### src/rtl/pib_pkg.sv
package pib_pkg;
  // fixed host-visible locations inside the indirect window
  localparam logic [15:0] CTRL_ADDR = 16'h8000;
  localparam logic [15:0] DATA_ADDR = 16'h8002;

  typedef enum logic {
    DIR_WRITE = 1'b0,
    DIR_READ  = 1'b1
  } pib_dir_e;
endpackage

### src/rtl/pib_decode.sv
module pib_decode #(
  parameter int AW       = 16,
  parameter int NPHY     = 5,
  parameter int PAGE_W   = 4,
  parameter int PAGE_MAX = 7,
  parameter int REG_W    = 5,
  parameter int IDX_W    = 3
) (
  input  logic [AW-1:0]     addr,
  output logic              is_ctrl,
  output logic              is_data,
  output logic              is_win,
  output logic              good,
  output logic [IDX_W-1:0]  idx,
  output logic [PAGE_W-1:0] page,
  output logic [REG_W-1:0]  regn
);
  import pib_pkg::*;

  localparam int SEL_LSB = REG_W + PAGE_W;
  localparam int SELF_W  = AW - 1 - SEL_LSB;

  logic [SELF_W-1:0] sel_f;
  logic              extra;

  assign sel_f   = addr[AW-2:SEL_LSB];
  assign page    = addr[REG_W +: PAGE_W];
  assign regn    = addr[REG_W-1:0];
  assign is_ctrl = (addr == AW'(CTRL_ADDR));
  assign is_data = (addr == AW'(DATA_ADDR));
  assign is_win  = addr[AW-1] && !is_ctrl && !is_data;

  // select bits above the last PHY are always illegal
  generate
    if (SELF_W > NPHY) begin : g_extra
      assign extra = |sel_f[SELF_W-1:NPHY];
    end else begin : g_noextra
      assign extra = 1'b0;
    end
  endgenerate

  always_comb begin
    idx = '0;
    for (int k = 0; k < NPHY; k++) begin
      if (sel_f[k]) idx = idx | IDX_W'(k);
    end
  end

  assign good = is_win && $onehot(sel_f[NPHY-1:0]) && !extra &&
                (page <= PAGE_W'(PAGE_MAX));
endmodule

### src/rtl/pib_cmd.sv
module pib_cmd #(
  parameter int DW     = 16,
  parameter int PAGE_W = 4,
  parameter int REG_W  = 5,
  parameter int IDX_W  = 3
) (
  input  logic              clk,
  input  logic              rst,
  input  logic              host_wr,
  input  logic [DW-1:0]     host_wdata,
  input  logic              is_ctrl,
  input  logic              is_win,
  input  logic              good,
  input  logic [IDX_W-1:0]  idx,
  input  logic [PAGE_W-1:0] page,
  input  logic [REG_W-1:0]  regn,
  input  logic              phy_ack,
  output logic              phy_req,
  output logic [IDX_W-1:0]  phy_sel,
  output logic [PAGE_W-1:0] phy_page,
  output logic [REG_W-1:0]  phy_reg,
  output logic              phy_we,
  output logic [DW-1:0]     phy_wdata,
  output logic              busy,
  output logic              err,
  output logic              dir,
  output logic              bad_stb,
  output logic              rd_done
);
  import pib_pkg::*;

  pib_dir_e dir_q;
  logic     accept;

  assign accept  = host_wr && is_win && !busy;
  assign bad_stb = accept && !good;
  assign rd_done = busy && phy_ack && !phy_we;
  assign dir     = dir_q;

  always_ff @(posedge clk) begin
    if (rst) begin
      dir_q     <= DIR_WRITE;
      busy      <= 1'b0;
      err       <= 1'b0;
      phy_req   <= 1'b0;
      phy_sel   <= '0;
      phy_page  <= '0;
      phy_reg   <= '0;
      phy_we    <= 1'b0;
      phy_wdata <= '0;
    end else begin
      phy_req <= 1'b0;
      if (host_wr && is_ctrl) dir_q <= pib_dir_e'(host_wdata[0]);
      if (accept) begin
        if (good) begin
          phy_req   <= 1'b1;
          busy      <= 1'b1;
          err       <= 1'b0;
          phy_sel   <= idx;
          phy_page  <= page;
          phy_reg   <= regn;
          phy_we    <= (dir_q == DIR_WRITE);
          phy_wdata <= host_wdata;
        end else begin
          err <= 1'b1;
        end
      end
      if (busy && phy_ack) busy <= 1'b0;
    end
  end

  assert_req_pulse_R6: assert property (@(posedge clk) disable iff (rst)
    phy_req |=> !phy_req);
  assert_req_busy_R7: assert property (@(posedge clk) disable iff (rst)
    phy_req |-> busy);
  assert_busy_hold_R7: assert property (@(posedge clk) disable iff (rst)
    (busy && !phy_ack) |=> busy);
  assert_ack_release_R7: assert property (@(posedge clk) disable iff (rst)
    (busy && phy_ack) |=> !busy);
  assert_ignore_busy_R8: assert property (@(posedge clk) disable iff (rst)
    (host_wr && is_win && busy) |=> (!phy_req && $stable(err)));
  assert_idle_ack_R12: assert property (@(posedge clk) disable iff (rst)
    (!busy && phy_ack && !host_wr) |=> (!busy && $stable(err)));
endmodule

### src/rtl/pib_regs.sv
module pib_regs #(
  parameter int DW = 16
) (
  input  logic          clk,
  input  logic          rst,
  input  logic          host_rd,
  input  logic          is_ctrl,
  input  logic          is_data,
  input  logic          dir,
  input  logic          bad_stb,
  input  logic          rd_done,
  input  logic [DW-1:0] phy_rdata,
  output logic [DW-1:0] host_rdata
);
  logic [DW-1:0] data_q;

  always_ff @(posedge clk) begin
    if (rst) begin
      data_q <= '0;
    end else if (bad_stb) begin
      data_q <= '1;
    end else if (rd_done) begin
      data_q <= phy_rdata;
    end
  end

  always_ff @(posedge clk) begin
    if (rst) begin
      host_rdata <= '0;
    end else if (host_rd) begin
      if (is_data)      host_rdata <= data_q;
      else if (is_ctrl) host_rdata <= DW'(dir);
      else              host_rdata <= '0;
    end
  end

  assert_ffff_R9: assert property (@(posedge clk) disable iff (rst)
    bad_stb |=> (data_q == '1));
  assert_capture_R5: assert property (@(posedge clk) disable iff (rst)
    (rd_done && !bad_stb) |=> (data_q == $past(phy_rdata)));
  assert_rd_zero_R11: assert property (@(posedge clk) disable iff (rst)
    (host_rd && !is_ctrl && !is_data) |=> (host_rdata == '0));
endmodule

### src/rtl/phy_ind_bridge.sv
module phy_ind_bridge #(
  parameter int AW       = 16,
  parameter int DW       = 16,
  parameter int NPHY     = 5,
  parameter int PAGE_W   = 4,
  parameter int PAGE_MAX = 7,
  parameter int REG_W    = 5
) (
  input  logic                     clk,
  input  logic                     rst,
  input  logic                     host_wr,
  input  logic                     host_rd,
  input  logic [AW-1:0]            host_addr,
  input  logic [DW-1:0]            host_wdata,
  output logic [DW-1:0]            host_rdata,
  output logic                     busy,
  output logic                     err,
  output logic                     phy_req,
  output logic [$clog2(NPHY)-1:0]  phy_sel,
  output logic [PAGE_W-1:0]        phy_page,
  output logic [REG_W-1:0]         phy_reg,
  output logic                     phy_we,
  output logic [DW-1:0]            phy_wdata,
  input  logic                     phy_ack,
  input  logic [DW-1:0]            phy_rdata
);
  localparam int IDX_W = $clog2(NPHY);

  logic              is_ctrl, is_data, is_win, good;
  logic [IDX_W-1:0]  idx;
  logic [PAGE_W-1:0] page;
  logic [REG_W-1:0]  regn;
  logic              dir, bad_stb, rd_done;

  pib_decode #(.AW(AW), .NPHY(NPHY), .PAGE_W(PAGE_W), .PAGE_MAX(PAGE_MAX),
               .REG_W(REG_W), .IDX_W(IDX_W)) u_dec (
    .addr(host_addr), .is_ctrl(is_ctrl), .is_data(is_data), .is_win(is_win),
    .good(good), .idx(idx), .page(page), .regn(regn));

  pib_cmd #(.DW(DW), .PAGE_W(PAGE_W), .REG_W(REG_W), .IDX_W(IDX_W)) u_cmd (
    .clk(clk), .rst(rst), .host_wr(host_wr), .host_wdata(host_wdata),
    .is_ctrl(is_ctrl), .is_win(is_win), .good(good), .idx(idx), .page(page),
    .regn(regn), .phy_ack(phy_ack), .phy_req(phy_req), .phy_sel(phy_sel),
    .phy_page(phy_page), .phy_reg(phy_reg), .phy_we(phy_we),
    .phy_wdata(phy_wdata), .busy(busy), .err(err), .dir(dir),
    .bad_stb(bad_stb), .rd_done(rd_done));

  pib_regs #(.DW(DW)) u_regs (
    .clk(clk), .rst(rst), .host_rd(host_rd), .is_ctrl(is_ctrl),
    .is_data(is_data), .dir(dir), .bad_stb(bad_stb), .rd_done(rd_done),
    .phy_rdata(phy_rdata), .host_rdata(host_rdata));

  assert_bad_err_R9: assert property (@(posedge clk) disable iff (rst)
    (host_wr && is_win && !busy && !good) |=> (err && !phy_req));
  assert_good_req_R3: assert property (@(posedge clk) disable iff (rst)
    (host_wr && is_win && !busy && good) |=> (phy_req && !err));
endmodule

### config.mk
export PLATFORM = sky130hd
export DESIGN_NAME = phy_ind_bridge
export DESIGN_NICKNAME = d
export VERILOG_FILES = /design/src/rtl/pib_pkg.sv /design/src/rtl/pib_decode.sv /design/src/rtl/pib_cmd.sv /design/src/rtl/pib_regs.sv /design/src/rtl/phy_ind_bridge.sv
export SDC_FILE = /design/constraint.sdc
export NUM_CORES = 1
export LEC_CHECK = 0
export CORE_ASPECT_RATIO = 0.75
export CORE_MARGIN = 3
export CORE_UTILIZATION = 47
export DETAILED_ROUTE_END_ITERATION = 12
export PLACE_DENSITY = 0.86
export SLEW_MARGIN = 5
export SYNTH_ARGS = -nofsm -noshare
export SYNTH_HDL_FRONTEND = slang
export SYNTH_SLANG_ARGS = --single-unit
### constraint.sdc
create_clock -name clk -period 3.8 [get_ports clk]
set_input_delay 0.57 -clock clk [delete_from_list [all_inputs] [get_ports clk]]
set_output_delay 0.57 -clock clk [all_outputs]
set_load 0.005 [all_outputs]
==> out/results.txt <==
Slew Limit Fails: 0
Global-route wire length before repair: 11400 um
Hold path depth: 2
Starting Density: 49.8%
Synthesized area: 2720 um^2
Place WS: 298 ps
Switching Fraction: 24.3%
Die area: 6750 um^2
# clock sinks: 65
Dominant synthesized flop cell: dfxtp_1
Slew HR: 31.8%
Worst Hold Class: reg2reg
Setup Crit Path Kind: in2reg
Leakage: 1.50 nW
Routed vias: 2319
Worst skew pair latency: 340 ps
Hold Buf Count CTS: 0
Height of the die: 71.9 um
Syn_nets: 341
Iter 0 DRT Violations: 104
Reg-to-Reg End: u_regs.data_q[3]
Hold_sp: u_cmd.phy_page[1]
Top cell type's share of synthesized area: 47.8%
Post-synthesis cell type count: 32
Reg2reg path depth: 3
Reg2reg setup slack: 2020 ps
Post-synth top cells: dfxtp_1 (65), nand2_1 (51), mux2i_1 (42)
I/O Pins: 101
CTS resizes: 0
Nets: 434
Longest Clk Path Bufs: 2
Syn. warnings: 0
Initial antenna violation count: 0
Yosys top cell by area: dfxtp_1
Area Growth Syn to Fin: 44.0%
Drt drc: 0
Clock root buffer: clkbuf_8
Setup TNS: 0 ps
Top flop regs: u_cmd.phy_wdata: 16 flops, u_regs.data_q: 16 flops, u_regs.host_rdata: 16 flops
Port Buffers: 100
Critical Path AT: 3410 ps
Clk_skew: 4.91 ps
Maxcap violations: 0
Antenna-violating nets left: 0
HPWL Detailed: 4820 um
Crit. End Element: flop
Unrepaired setup endpoints after global routing: no
Most numerous cell in the Yosys netlist: dfxtp_1
Flop pwr share: 49.6%
Vias in the first global route: 2382
GRT Total Usage: 21.6%
Dominant cells by area after synthesis: dfxtp_1 (48%), mux2i_1 (15%), nand2_1 (7.0%)
Pwr/cell area: 367 nW/um^2
Detailed Routing Iterations Pass 1: 4
Final hold viol count: 0
Gpl congestion: 0.892
Critical Path Start Type: input pin
Comb pwr share: 10.6%
Post-CTS setup buffer count: 0
Placed Cells: 440
Worst setup margin: 655 ps
Least-Margin Pin Slew: 1020 ps
Hold slack: 460 ps
Drt total wl: 6970 um
Hold Path Sink: u_cmd.phy_page[1]
Std cell rows: 23
CTS tree: built
P_sw: 0.350 mW
Largest net degree at the start of global routing: 56
Placement Cell Area: 3730 um^2
Synth Register Bits: 65
Avg Cell Area, Syn: 9.62 um^2
Synth async-reset ratio: 0%
Clk slew on worst S/H paths: 70 ps
Worst Path Required: 4060 ps
ANT cells: 0
CORE AREA: 5470 um^2
Design area: 3920 um^2
Seq/Total Area, Yosys: 47.8%
CTS HTree Levels: 3
Fin crit period: 3140 ps
VDD IR max: 0.219 mV
Outcome: finished clean
Internal: 1.09 mW
Tcrit/Tclk final: 82.8%
Routed wire per std cell: 15.3 um
Share of cells above drive strength 1: 8.92%
Setup violators final: 0
Max Clock Freq: 318 MHz
TritonCTS Buffers: 9
Fin cells: 456
Post-synth EDFFs: 0
Synth Instances: 283
CP max FO: 16
Drt via density: 5.09
Die X: 93.9 um
Clock power share: 39.8%
Total Power: 1.44 mW
Reg-to-reg startpoint: u_cmd.busy
Remaining Overflow, GRT: 0
Finished Core Util: 71.7%
## layout make-up
class	instances	area [um^2]
inverter	7	26.3
multi-input combinational	190	1280
timing repair buffer	103	1020
tap	75	93.8
fill	419	1550
sequential	65	1300
clock inverter	7	71.3
clock buffer	9	124
## worst max path at each step
| stage | start | to | slack (ps) | cells past startpoint |
|---|---|---|---|---|
| finish | host_addr[11] | u_regs.data_q[6] | 660 | 9 |
| global route | host_addr[11] | u_regs.data_q[6] | 550 | 9 |
| floorplan | host_addr[11] | u_regs.data_q[0] | 1060 | 9 |
| global placement | host_addr[11] | u_regs.data_q[10] | 470 | 9 |
| detailed placement | host_addr[11] | u_regs.data_q[6] | 300 | 9 |
| CTS | host_addr[11] | u_regs.data_q[6] | 660 | 9 |
## power groups by stage
| stage | registers (mW) | clock network [mW] | logic [mW] |
|---|---|---|---|
| 3_5_place_dp | 0.728 | 0 | 0.151 |
| 4_1_cts | 0.713 | 0.584 | 0.153 |
| 5_1_grt | 0.715 | 0.614 | 0.166 |
| 3_3_place_gp | 0.727 | 0 | 0.145 |
| 6_report | 0.713 | 0.573 | 0.152 |
| 2_1_floorplan | 0.726 | 0 | 0.0695 |
## worst max-delay path, stage by stage
cell             delay [ps]
clkdlybuf4s50_1         520
inv_1                    60
ha_1                    310
fa_1                    390
inv_1                    80
fa_1                    420
nand4_1                 260
or4b_4                  650
o21ai_0                 130
## per-layer routing
metal,vias up,global-route usage (%),share of wire (%)
li1,1151,-,-
met1,1090,28.4,45
met2,65,34.3,48
met3,13,5.60,4.5
met4,0,8.33,2.2
met5,-,0,0
## logic make-up after synthesis
kind of cell    synth area share, %
flops                          47.8
compound gates                 9.47
simple gates                   18.9
fa+ha+maj                      2.85
buf+inv                        5.15
mux                            15.9
## cell usage in the layout (no fill, tap or decap), types with 2 or more instances in the layout
master           instances
o21ai_2                 10
o311ai_0                 2
clkdlybuf4s50_1        100
clkinvlp_4               3
nand2_1                 51
clkbuf_8                 9
nor2_1                   4
nand2b_1                17
ha_1                     3
a21oi_1                 17
o31ai_1                  2
dfxtp_1                 65
nand3b_1                 3
o21ai_0                  6
buf_4                    3
nor4_1                   3
mux2i_1                 42
fa_1                     2
inv_1                    6
nand3_1                 16
clkinv_2                 2
Note: power is estimated with default switching activity, not from simulation.
